[src/rtl/aluFlagPkg.sv]
package aluFlagPkg;

  localparam int OPW = 3;

  localparam logic [OPW-1:0] OP_ADD  = 3'd0;
  localparam logic [OPW-1:0] OP_SUB  = 3'd1;
  localparam logic [OPW-1:0] OP_CMPU = 3'd2;
  localparam logic [OPW-1:0] OP_CMPS = 3'd3;
  localparam logic [OPW-1:0] OP_MOVE = 3'd4;

  // Strobes from control to datapath
  typedef struct packed {
    logic writeDest;   // raise the destination write-enable
    logic setCarry;    // load carry at the edge
    logic setZero;     // load zero at the edge
    logic negateB;     // invert opB, carry-in of one
    logic signedOrder; // carry takes the signed ordering
    logic passB;       // result is opB unchanged
  } aluStrobe_t;

endpackage

[src/rtl/aluFlagCtrl.sv]
module aluFlagCtrl
  import aluFlagPkg::*;
(
  input  logic           opValid,
  input  logic [OPW-1:0] opCode,
  input  logic           condCarry,
  input  logic           carryFlag,
  output aluStrobe_t     strobe
);

  logic execute;

  assign execute = opValid && (!condCarry || carryFlag);

  always_comb begin
    strobe = '0;
    if (execute) begin
      case (opCode)
        OP_ADD: begin
          strobe.writeDest = 1'b1;
          strobe.setCarry  = 1'b1;
          strobe.setZero   = 1'b1;
        end
        OP_SUB: begin
          strobe.writeDest = 1'b1;
          strobe.setCarry  = 1'b1;
          strobe.setZero   = 1'b1;
          strobe.negateB   = 1'b1;
        end
        OP_CMPU: begin
          strobe.setCarry  = 1'b1;
          strobe.setZero   = 1'b1;
          strobe.negateB   = 1'b1;
        end
        OP_CMPS: begin
          strobe.setCarry    = 1'b1;
          strobe.setZero     = 1'b1;
          strobe.negateB     = 1'b1;
          strobe.signedOrder = 1'b1;
        end
        OP_MOVE: begin
          strobe.writeDest = 1'b1;
          strobe.passB     = 1'b1;
        end
        default: strobe = '0;
      endcase
    end
  end

endmodule

[src/rtl/aluFlagDatapath.sv]
module aluFlagDatapath
  import aluFlagPkg::*;
#(
  parameter int W = 16
) (
  input  logic         clk,
  input  logic         rstN,
  input  logic [W-1:0] opA,
  input  logic [W-1:0] opB,
  input  aluStrobe_t   strobe,
  output logic [W-1:0] result,
  output logic         carryFlag,
  output logic         zeroFlag
);

  localparam int MSB = W - 1;

  logic [W-1:0] addend;
  logic [W:0]   wideSum;
  logic [W-1:0] sumLow;
  logic         overflow;
  logic         signedGe;
  logic         carryNext;
  logic         zeroNext;

  // One adder serves add, subtract and both compares
  assign addend  = strobe.negateB ? ~opB : opB;
  assign wideSum = {1'b0, opA} + {1'b0, addend} + {{W{1'b0}}, strobe.negateB};
  assign sumLow  = wideSum[W-1:0];

  // Signed ordering: sign of difference corrected by overflow
  assign overflow = (opA[MSB] != opB[MSB]) && (sumLow[MSB] != opA[MSB]);
  assign signedGe = !(sumLow[MSB] ^ overflow);

  assign carryNext = strobe.signedOrder ? signedGe : wideSum[W];
  assign zeroNext  = (sumLow == '0);

  assign result = strobe.passB ? opB : sumLow;

  always_ff @(posedge clk or negedge rstN) begin
    if (!rstN) begin
      carryFlag <= 1'b0;
      zeroFlag  <= 1'b0;
    end else begin
      if (strobe.setCarry) carryFlag <= carryNext;
      if (strobe.setZero)  zeroFlag  <= zeroNext;
    end
  end

endmodule

[src/rtl/aluFlagUnit.sv]
module aluFlagUnit
  import aluFlagPkg::*;
#(
  parameter int W = 16
) (
  input  logic           clk,
  input  logic           rstN,
  input  logic           opValid,
  input  logic [OPW-1:0] opCode,
  input  logic           condCarry,
  input  logic [W-1:0]   opA,
  input  logic [W-1:0]   opB,
  output logic [W-1:0]   result,
  output logic           resultWe,
  output logic           carryFlag,
  output logic           zeroFlag
);

  aluStrobe_t strobe;

  aluFlagCtrl ctrl (
    .opValid   (opValid),
    .opCode    (opCode),
    .condCarry (condCarry),
    .carryFlag (carryFlag),
    .strobe    (strobe)
  );

  aluFlagDatapath #(.W(W)) dp (
    .clk       (clk),
    .rstN      (rstN),
    .opA       (opA),
    .opB       (opB),
    .strobe    (strobe),
    .result    (result),
    .carryFlag (carryFlag),
    .zeroFlag  (zeroFlag)
  );

  assign resultWe = strobe.writeDest;

endmodule

[config.mk]
export PLATFORM = sky130hd
export DESIGN_NAME = aluFlagUnit
export DESIGN_NICKNAME = d
export VERILOG_FILES = /design/src/rtl/aluFlagPkg.sv /design/src/rtl/aluFlagCtrl.sv /design/src/rtl/aluFlagDatapath.sv /design/src/rtl/aluFlagUnit.sv
export SDC_FILE = /design/constraint.sdc
export NUM_CORES = 1
export LEC_CHECK = 0
export ABC_AREA = 1
export BUFFER_PORTS_ARGS = -buffer_cell sky130_fd_sc_hd__buf_2
export CORE_MARGIN = 2
export CORE_UTILIZATION = 47
export CTS_CLUSTER_DIAMETER = 60
export DETAILED_ROUTE_END_ITERATION = 7
export GPL_ROUTABILITY_DRIVEN = 0
export PLACE_DENSITY_LB_ADDON = 0.25
export REMOVE_ABC_BUFFERS = 1
export SLEW_MARGIN = 20
export SYNTH_ARGS = -nofsm -noshare
export SYNTH_HDL_FRONTEND = slang
export SYNTH_SLANG_ARGS = --single-unit
[constraint.sdc]
create_clock -name clk -period 7.2 [get_ports clk]
set_input_delay 0 -clock clk [delete_from_list [all_inputs] [get_ports clk]]
set_output_delay 0 -clock clk [all_outputs]
set_load 0.01 [all_outputs]
### Word level (Yosys, flattened, before mapping)

Index checks and enable logic that the tools add are counted.

| cells by class | value |
|---|---|
| $add $sub $neg | 2 |
| equal/unequal tests | 6 |
| multiplexer cells | 9 |
| bitwise logic cells | 2 |
| reductions and logical operators | 10 |

Operator list:

| operator | count |
|---|---|
| 2-to-1 mux 16 bit | 2 |
| adder 16 x 16 -> 17 bit | 1 |
| adder 17 x 1 -> 17 bit | 1 |
| logical NOT 16 bit | 1 |
| NOT 16 bit | 1 |
| equality test 3 x 2 -> 1 bit, second input constant | 2 |
| 2-to-1 mux 6 bit | 1 |
| OR reduction 3 bit | 2 |
| 2-to-1 mux 1 bit | 5 |
| OR reduction 4 bit | 1 |
| equality test 3 x 1 -> 1 bit, second input constant | 1 |
| equality test 3 bit, second input constant | 1 |
| logical NOT 3 bit | 1 |
| logical AND 1 bit | 2 |
| logical NOT 1 bit | 2 |
| 2-to-1 mux 2 bit | 1 |
| inequality test 1 bit | 2 |
| logical OR 1 bit | 1 |
| XOR 1 bit | 1 |

| word-level totals | value |
|---|---|
| bits in registers | 2 |
| output and inout port bits | 19 |

### Logic depth before layout (Yosys ltp)

Gate-level depths: netlist of the first run.

| logic depth | value |
|---|---|
| depth after elaboration | 12 |
| depth in mapped cells | 19 |
| depth with buffers taken out | 18 |

### Modules after synthesis

Synthesis of the first run repeated with hierarchy kept, for this count alone.

| unflattened totals | value |
|---|---|
| cells, all modules | 291 |
| area total of the unflattened synthesis | 1554.0 sq um |

Modules (own cells, without submodules):

| module | instances | cells an instance | area an instance (sq um) | seq. area each (sq um) |
|---|---|---|---|---|
| aluFlagDatapath | 1 | 274 | 1481.4 | 50.0 |
| aluFlagCtrl | 1 | 17 | 72.6 | 0.0 |

### Least setup slack after synthesis of the first run

OpenSTA, ideal clock, no wires.

| path | value |
|---|---|
| path kind | register -> output |
| from | register dp.carryFlag |
| to | output result[14] |
| arrival time | 2712 ps |
| setup slack | 4488 ps |
| cell stages (with the launch flop) | 17 |
| buffers on the path | 1 |
| cell sequence | dfrtp_1 -> inv_1 -> a21boi_4 -> nand2_8 -> buf_2 -> xnor2_1 -> ha_1 -> a21oi_1 -> inv_1 -> o21ai_0 -> nand3_1 -> nand2_1 -> nand2_1 -> nand2_1 -> nand2_1 -> xor2_1 -> o21ai_0 |

| between the ends | value |
|---|---|
| cells in the longest elaborated chain, start to end | 7 |

RTL lines:

| element | RTL line | RTL |
|---|---|---|
| from (decl) | aluFlagDatapath.sv:12 | `output logic carryFlag,` |
| from (signal assigned) | aluFlagDatapath.sv:45 | `if (strobe.setCarry) carryFlag <= carryNext;` |
| logical OR 1 bit * | aluFlagCtrl.sv:13 | `assign execute = opValid && (!condCarry \|\| carryFlag);` |
| logical AND 1 bit * | aluFlagCtrl.sv:13 |  |
| 2-to-1 mux 6 bit * | aluFlagCtrl.sv:17 | `if (execute) begin` |
| 2-to-1 mux 16 bit | aluFlagDatapath.sv:27 | `assign addend = strobe.negateB ? ~opB : opB;` |
| adder 16 x 16 -> 17 bit | aluFlagDatapath.sv:28 | `assign wideSum = {1'b0, opA} + {1'b0, addend} + {{W{1'b0}}, strobe.negateB};` |
| adder 17 x 1 -> 17 bit | aluFlagDatapath.sv:28 |  |
| 2-to-1 mux 16 bit * | aluFlagDatapath.sv:38 | `assign result = strobe.passB ? opB : sumLow;` |
| to (decl) | aluFlagUnit.sv:13 | `output logic [W-1:0] result,` |

Mark *: on every way between the ends. The rest lies on a longest branch, timed or not.

### Worst setup path after layout of the first run

Same ends and word-level chain as after synthesis.

==> results of run 1 <==
[cell usage in the layout (no fill, tap or decap), drive strengths merged]
cell / instances
nor4: 1
inv: 25
nand3: 20
a21o: 2
o21a: 2
nor2: 20
a211oi: 2
o21bai: 1
ha: 16
nand3b: 3
nor3: 2
a31oi: 4
buf: 57
clkbuf: 3
or2: 1
dfrtp: 2
nand2: 71
o31ai: 1
fa: 1
a21oi: 19
o21ai: 17
xnor2: 15
nor3b: 1
a21boi: 2
dlygate4sd3: 1
xor2: 6
[routing by layer]
metal  wire length [µm]  share of wire, %
met5                  0                 0
met4                 31              0.85
met3                178               4.9
met2               1781                49
met1               1657                45
[kinds of logic (layout without fill, tap and decap cells)]
kind of cell | after synthesis | in the layout
simple gates | 119 | 119
compound gates | 50 | 50
buf+inv | 28 | 86
xor+xnor | 21 | 21
fa+ha+maj | 17 | 17
flops | 2 | 2
[flip-flops by register name, summed over array words and instances (netlist names)]
register	cells
dp.carryFlag	1
dp.zeroFlag	1
[worst max-delay path, stage by stage, from the launching register on]
cell	delay, ns
dfrtp_1	0.34
inv_1	0.07
a21boi_4	0.24
nand2_8	0.18
xnor2_1	0.24
ha_1	0.27
a21oi_1	0.27
inv_1	0.06
o21ai_0	0.17
nand3_1	0.16
nand2_1	0.11
nand2_1	0.07
nand2_1	0.10
nand2_1	0.07
xor2_1	0.19
o21ai_0	0.09
buf_2	0.17
[stage by stage]
step           total power [mW]  instance area (µm²)  utilization (%)  instances  hold WS, ns
3_3_place_gp             0.2445                 1755            58.95        324      -0.2095
6_report                 0.2725                 1788            60.04        328      0.09220
4_1_cts                  0.2733                 1788            60.04        328      0.08615
3_5_place_dp             0.2458                 1755            58.95        324      -0.2095
5_1_grt                  0.3028                 1788            60.04        328       0.1008
2_1_floorplan            0.1791                 1429                -        234      -0.2956
[final cells by class]
class | instances | share of cell area (%)
clock buffer | 3 | 1.260
tap | 33 | 2.309
timing repair buffer | 58 | 16.52
inverter | 25 | 5.248
multi-input combinational | 207 | 71.87
sequential | 2 | 2.799
[cell usage after synthesis (3+ instances only)]
library cell  count  area [µm²]
nand2_2          10       62.56
ha_1             16       200.2
a21oi_1          17       85.08
nand2_1          60       225.2
xor2_1            5       43.79
inv_1            22       82.58
inv_2             3       11.26
a31oi_1           4       25.02
o21ai_0          16       80.08
nand3b_1          3       22.52
nand3_1          18       90.09
nor2_1           20       75.07
xnor2_1          15       131.4
[repair_timing]
action | CTS | global route
hold endpoints to repair | 2 | 0
resized for setup | 0 | 0
hold buffers | 1 | 0
[power breakdown]
group / switching [mW] / internal (mW) / leakage (nW)
Sequential: 0.000948 / 0.0130 / 0.0253
Combinational: 0.139 / 0.0951 / 0.921
Clock: 0.00646 / 0.0184 / 0.0138
[worst max-delay path by stage]
stage | startpoint | cells after the start | slack (ns) | to
CTS | dp.carryFlag | 16 | 4.16 | result[14]
floorplan | dp.carryFlag | 15 | 4.65 | result[14]
global placement | dp.carryFlag | 16 | 4.46 | result[14]
detailed placement | dp.carryFlag | 16 | 4.40 | result[14]
global route | dp.carryFlag | 16 | 3.86 | result[14]
finish | dp.carryFlag | 16 | 4.16 | result[14]
==> flow_summary.toml, run 1 <==
[status]
outcome = "complete, no violations"

[routing]
drt_pass1_iterations = 4
vias = 1720
drc_errors = 0
wirelength_mm = 3.648
drt_iter0_markers = 57
viasPerCell = 5.244
wl_per_cell_um = 11.12
antenna_left = 0

[setup_path]
reg2reg_slack_ns = 4.43
end_kind = "primary output"
critPathArrivalTime_ns = 3.04
crit_fanout = 17
rr_startpoint = "dp.carryFlag"
r2r-end = "dp.zeroFlag"
crit_required_ns = 7.20
worstSetupPathType = "reg -> out"
reg2reg_depth = 16
start_kind = "flip-flop"

[cts]
cts_max_level = 1
cts_sinks = 2
cts_buffers = 3
postCtsSetupBuffers = 0
clockBufferDepth = 2
ctsRootBufferMaster = "clkbuf_4"
cts_tree = "done"
clk_pin_slew_ns = 0.03
clk_latency_ns = 0.23

[pwr]
vdd.ir_drop.worst_v = 0.00006345
leakage_nw = 0.9596
p_per_area_nw_per_um2 = 152.4

[logic_synthesis]
syn-cell-area_um2 = 1443
synth_cells = 237
synthAdderAreaFrac_pct = 15.26
synth_cell_types = 36
yosysSeqAreaShare_pct = 3.469
synthArstFlopShare_pct = 100.0
synth_compound_area_share_pct = 21.34
synth_seq_cells = 2
synth-xor-area-share_pct = 13.27
ys_warn_count = 0
muxShareOfSynthArea_pct = 0
synth_area_per_cell_um2 = 6.087
synthSimpleGateAreaFrac_pct = 39.20
ys.flop_type = "dfrtp_1"
synth_top_family_by_area = "simple AND/OR/NAND/NOR gates"
synth-edff-count = 0

[final_layout]
n_antenna_cell = 0
drive_gt1_share_pct = 28.47
area_delta_synth_final_pct = 23.94
fill_cells = 317
multiInputGateArea_um2 = 1285
regArea_um2 = 50.05
nets = 353

[floorplanning]
coreArea_um2 = 2978
die_y_um = 59.40
die_w_um = 59.40
initial_core_util_pct = 48.45
fp.dieArea_um2 = 3528
rows = 20
io_pins = 58

[global_routing]
grt_busiest_layer = "met2"
grt_util_met2_pct = 37.52
use_met3_pct = 1.310
grt_max_degree = 18
met1_usage_pct = 27.03
grtUsageTotal_pct = 20.96
overflow = 0
grt_pass1_vias = 1448
grt_pass1_wl_mm = 5.865
grt_antenna_before_repair = 0

[worst_hold_path]
hold_path_class = "in -> async"

[sta]
finalCritPeriodShare_pct = 42.20
hold_viol = 0
setup-tns-final_ns = 0
rsz0062_at_grt = "false"
tightest_slew_ns = 0.8616
slew_headroom_pct = 42.13
setup_viol = 0
fin_crit_ns = 3.039
finClkSkew_ns = 0.001145
drv_slew = 0
fmax_ghz = 0.3291
worst_slack_ns = 4.161

[placement]
pre_cts_slack_ns = 4.404
io_buffer_count = 57
dp_hpwl_mm = 3.017

[job]
maxCapViolCount = 0
(Power assumes the default switching activity.)
==> run 2: changes to the inputs <==
Clock period 7.2 ns to 2.87 ns, I/O delays scaled along.
==> run 2 against run 1 <==
Against the previous run: sequential power rose to 2.5 times the previous value; combinational power rose to 2.9 times the previous value; clock skew rose by 0.00091 ns; cell area rose by 12%; critical path type unchanged; critical endpoint unchanged; largest power group unchanged; highest routed layer unchanged.
==> flow_summary.toml, run 2 (synthesis gave the netlist of run 1 again) <==
[routing]
wirelength_mm = 3.972
drc_errors = 0
antenna_left = 0
viasPerCell = 5.204
wl_per_cell_um = 11.58
vias = 1785
drt_pass1_iterations = 4
drt_iter0_markers = 43

[setup_path]
worstSetupPathType = "reg -> out"
cp_top_family = "simple AND/OR/NAND/NOR gates"
start_kind = "flip-flop"
reg2reg_slack_ns = 0.22
end_kind = "primary output"
crit_required_ns = 2.87
crit_cells = 16
path_buf_inv = 2
crit_fanout = 7
cp_cell_sequence = "inv_1 > a21boi_4 > nand2_8 > xnor2_1 > ha_1 > nand2_1 > nor2_2 > nand3_2 > nand3_2 > nand2_2 > nand2_1 > nand2_2 > nand2_1 > xor2_2 > o21ai_1 > buf_2"
reg2reg_depth = 16
max_stage_delay_ns = 0.34
slowest_stage = "dfrtp_1"
critPathArrivalTime_ns = 2.79
cp_common_cell = "nand2_1"

[pwr]
vdd.ir_drop.worst_v = 0.0002001
leakage_nw = 1.058
netSwitchingFraction_pct = 52.36
clock_power_share_pct = 8.0
p_sw_uw = 401.5
p_int_uw = 365.3
p_comb_share_pct = 87.5
p_seq_share_pct = 4.6
p_per_area_nw_per_um2 = 382.5

[status]
outcome = "complete, no violations"

[sta]
fmax_ghz = 0.3587
fin_crit_ns = 2.788
tightest_slew_ns = 0.2988
hold_viol = 0
worst_slack_ns = 0.08237
rsz0062_at_grt = "true"
setup_viol = 0
slew_headroom_pct = 79.91
drv_slew = 0
finClkSkew_ns = 0.002057
finalCritPeriodShare_pct = 97.13
fin_hold_ws_ns = 0.09348

[final_layout]
layout_commonest_cell = "buf_2"
nets = 368
n_antenna_cell = 0
fill_cells = 301
drive_gt1_share_pct = 37.42
area_delta_synth_final_pct = 38.94
largest_registers = "dp.carryFlag: 1 flops, dp.zeroFlag: 1 flops"
mostFrequentLayoutCells = "buf_2 (57), nand2_1 (56), inv_1 (22), nor2_1 (19), nand3_1 (16)"

[cts]
cts_sinks = 2
clockBufferDepth = 2
cts_max_level = 1
clk_pin_slew_ns = 0.03
cts_buffers = 3
cts_tree = "done"
clk_latency_ns = 0.22
ctsRootBufferMaster = "clkbuf_4"

[floorplanning]
rows = 20
die_y_um = 59.40
coreArea_um2 = 2978
die_w_um = 59.40
initial_core_util_pct = 48.45
io_pins = 58
fp.dieArea_um2 = 3528

[global_routing]
grt_pass1_wl_mm = 5.844
grt_max_degree = 18
grtUsageTotal_pct = 20.74
overflow = 0
grt_pass1_vias = 1457
grt_antenna_before_repair = 0

[placement]
pre_cts_slack_ns = 0.1034
io_buffer_count = 57
dp_hpwl_mm = 2.959

[job]
maxCapViolCount = 0

[worst_hold_path]
hold_path_class = "in -> async"
run 2: changes by cell type in the layout (fill, tap and decap cells not counted), sizes merged:
cell	before	now
nand2	71	72
buf	57	71
run 2: worst paths after layout:
kind,startpoint,to
hold / removal,rstN,dp.carryFlag
min in group clk,opA[15],dp.carryFlag
setup reg to reg,dp.carryFlag,dp.zeroFlag
hold reg to reg,dp.zeroFlag,dp.zeroFlag
max in group asynchronous,rstN,dp.zeroFlag
setup / recovery,dp.carryFlag,result[14]
run 2: per-layer routing:
metal / vias up / global-route usage (%) / part of all wire, %
li1: 938 / - / -
met1: 798 / 27.69 / 45
met2: 45 / 36.73 / 49
met3: 4 / 1.747 / 4.2
met4: 0 / 2.922 / 1.1
met5: - / 0 / 0
run 2: layout make-up:
cell class	count	area, µm²	area share, %
multi-input combinational	208	1393	69.48
timing repair buffer	72	404.1	20.16
inverter	25	93.84	4.682
sequential	2	50.05	2.497
tap	33	41.29	2.060
clock buffer	3	22.52	1.124
run 2: repair_timing:
item | 4_1_cts | 5_1_grt
hold buffers | 1 | 0
buffers inserted | 6 | 7
endpoints found under the setup margin | 1 | 7
pin swaps | 8 | 14
hold endpoints to repair | 2 | 0
gates resized for setup | 3 | 21
cloned | 1 | 0
run 2: power by group through the flow:
stage | Clock, mW | Sequential, mW | Combinational [mW]
2_1_floorplan | 0 | 0.0376 | 0.412
3_3_place_gp | 0 | 0.0352 | 0.579
3_5_place_dp | 0 | 0.0354 | 0.581
4_1_cts | 0.0637 | 0.0351 | 0.611
5_1_grt | 0.0660 | 0.0357 | 0.737
6_report | 0.0611 | 0.0351 | 0.671
run 2: through the flow:
stage,area [µm²],util (%),total power [mW],cells,setup TNS [ns]
final,2004,67.31,0.7668,343,0
after global routing,2004,67.31,0.8389,343,-0.08023
after CTS,1866,62.65,0.7098,336,0
after detailed placement,1763,59.20,0.6165,325,0
after global placement,1763,59.20,0.6140,325,0
after floorplan,1429,-,0.4492,234,0
run 2: worst register-to-register path, delay by kind of cell, from the launching register on:
kind	cells	cell delay, ns
xor+xnor	2	0.40
flops	1	0.34
fa+ha+maj	1	0.47
compound gates	1	0.27
simple gates	11	1.04
buf+inv	1	0.07
==> run 3: changes to the inputs <==
Settings changed: CORE_UTILIZATION 47 to 51, CTS_BUF_LIST set to sky130_fd_sc_hd__clkbuf_2.
==> run 3 against run 2 <==
Against the previous run: fmax is 2.1% higher; hold slack improved by 0.026 ns; sequential power shrank 2%; largest power group unchanged; sequential share of layout area down 0.059 points; total power grew 2.5%; worst setup slack better by 0.058 ns; critical path depth unchanged; highest routed layer unchanged; combinational power is 4.9% higher.
==> flow_summary.toml, run 3 (synthesis gave the netlist of run 1 again) <==
[floorplanning]
die_w_um = 57.19
io_pins = 58
fp.dieArea_um2 = 3270
die_y_um = 57.19
coreArea_um2 = 2710
rows = 19
initial_core_util_pct = 53.23

[sta]
fmax_ghz = 0.3663
fin_crit_ns = 2.730
tightest_slew_ns = 0.3024
hold_viol = 0
finalCritPeriodShare_pct = 95.11
finClkSkew_ns = 0.001101
slew_headroom_pct = 79.63
drv_slew = 0
setup_viol = 0
rsz0062_at_grt = "true"

[setup_path]
end_kind = "primary output"
max_stage_delay_ns = 0.35
cp_top_family = "simple AND/OR/NAND/NOR gates"
crit_fanout = 6
start_kind = "flip-flop"
cp_common_cell = "nand2_1"
path_buf_inv = 3
cp_cell_sequence = "inv_1 > a21boi_4 > nand2_4 > xnor2_1 > ha_1 > nand2_1 > inv_1 > a21boi_1 > nand3_1 > nand2_1 > nand2_1 > nand2_2 > nand2_1 > xor2_2 > o21ai_1 > buf_2"
crit_required_ns = 2.87
reg2reg_depth = 17
worstSetupPathType = "reg -> out"
r2r-end = "dp.zeroFlag"
reg2reg_slack_ns = 0.23
rr_startpoint = "dp.carryFlag"
crit_cells = 16
slowest_stage = "ha_1"
critPathArrivalTime_ns = 2.73

[routing]
drt_iter0_markers = 54
drc_errors = 0
wirelength_mm = 4.186
antenna_left = 0
viasPerCell = 5.225
drt_pass1_iterations = 4
wl_per_cell_um = 11.93
vias = 1834

[placement]
io_buffer_count = 57
dp_hpwl_mm = 2.961
postPlaceCellArea_um2 = 1760

[final_layout]
final_area_um2 = 2053
largest_registers = "dp.carryFlag: 1 flops, dp.zeroFlag: 1 flops"
finalCoreUtilization_pct = 75.76
regArea_um2 = 50.05
drive_gt1_share_pct = 38.75
n_antenna_cell = 0
nets = 378
fill_cells = 236
area_delta_synth_final_pct = 42.32
multiInputGateArea_um2 = 1376
mostFrequentLayoutCells = "nand2_1 (57), buf_2 (57), buf_4 (23), inv_1 (22), nor2_1 (19)"

[job]
maxCapViolCount = 0

[global_routing]
grtUsageTotal_pct = 22.94
grt_max_degree = 18
overflow = 0
grt_antenna_before_repair = 0
grt_pass1_wl_mm = 6.141
grt_pass1_vias = 1496

[cts]
cts_tree = "done"
cts_max_level = 1
clk_pin_slew_ns = 0.03
ctsRootBufferMaster = "clkbuf_2"
cts_buffers = 3
cts_sinks = 2
clockBufferDepth = 2
clk_latency_ns = 0.21

[pwr]
leakage_nw = 1.094
p_per_area_nw_per_um2 = 382.7
vdd.ir_drop.worst_v = 0.0003231

[worst_hold_path]
hold_path_class = "in -> async"

[status]
outcome = "complete, no violations"
## run 3: where the power goes
group / internal, mW / switching, mW
clock network: 0.0278 / 0.0196
logic: 0.316 / 0.388
registers: 0.0325 / 0.00188
total: 0.376 / 0.410
## run 3: worst max-delay path by stage
stage                 startpoint         end  slack, ns
floorplan           dp.carryFlag  result[14]       0.32
global placement    dp.carryFlag  result[14]        0.1
detailed placement  dp.carryFlag  result[14]       0.06
CTS                 dp.carryFlag  result[14]       0.02
global route        dp.carryFlag  result[15]      -0.09
finish              dp.carryFlag  result[14]       0.14
## run 3: per-stage QoR
stage / power [mW] / instances / setup WS [ns] / hold WS, ns / setup TNS, ns
final: 0.7857 / 351 / 0.1403 / 0.1199 / 0
after global routing: 0.8680 / 351 / -0.08819 / 0.1090 / -0.1899
after CTS: 0.6764 / 329 / 0.02370 / 0.1128 / 0
after detailed placement: 0.6164 / 323 / 0.06352 / -0.2106 / 0
after global placement: 0.6140 / 323 / 0.09733 / -0.2101 / 0
after floorplan: 0.4492 / 234 / 0.3160 / -0.2956 / 0
## run 3: timing repair
action / 4_1_cts / 5_1_grt
buffers inserted: 2 / 21
gates cloned: 0 / 1
setup endpoints to repair: 1 / 5
resized for setup: 2 / 18
hold endpoints to repair: 2 / 0
hold buffers: 1 / 0
pin swaps: 2 / 17
## run 3: routing by layer
metal,global-route usage (%),up-vias,part of all wire (%)
li1,-,956,-
met1,30.06,811,44
met2,40.72,63,49
met3,4.308,4,6.3
met4,1.993,0,0.45
met5,0,-,0
## run 3: worst reg2reg max path, cell delays in order (launching register included)
cell and delay [ns]:
dfrtp_1 0.33, inv_1 0.07, a21boi_4 0.27, nand2_4 0.15
xnor2_1 0.16, ha_1 0.35, nand2_1 0.13, inv_1 0.05
a21boi_1 0.14, nand3_1 0.13, nand2_1 0.12, nand2_1 0.08
nand2_2 0.08, nand2_1 0.08, xor2_2 0.15, buf_4 0.14
nand3_1 0.07, nand2_1 0.05
## run 3: layout make-up
type                            count  share of cell area, %
Tap cell                           31                  1.889
Inverter                           25                  4.570
Timing Repair Buffer               82                  23.34
Multi-Input combinational cell    208                  67.03
Sequential cell                     2                  2.438
Clock buffer                        3                 0.7313
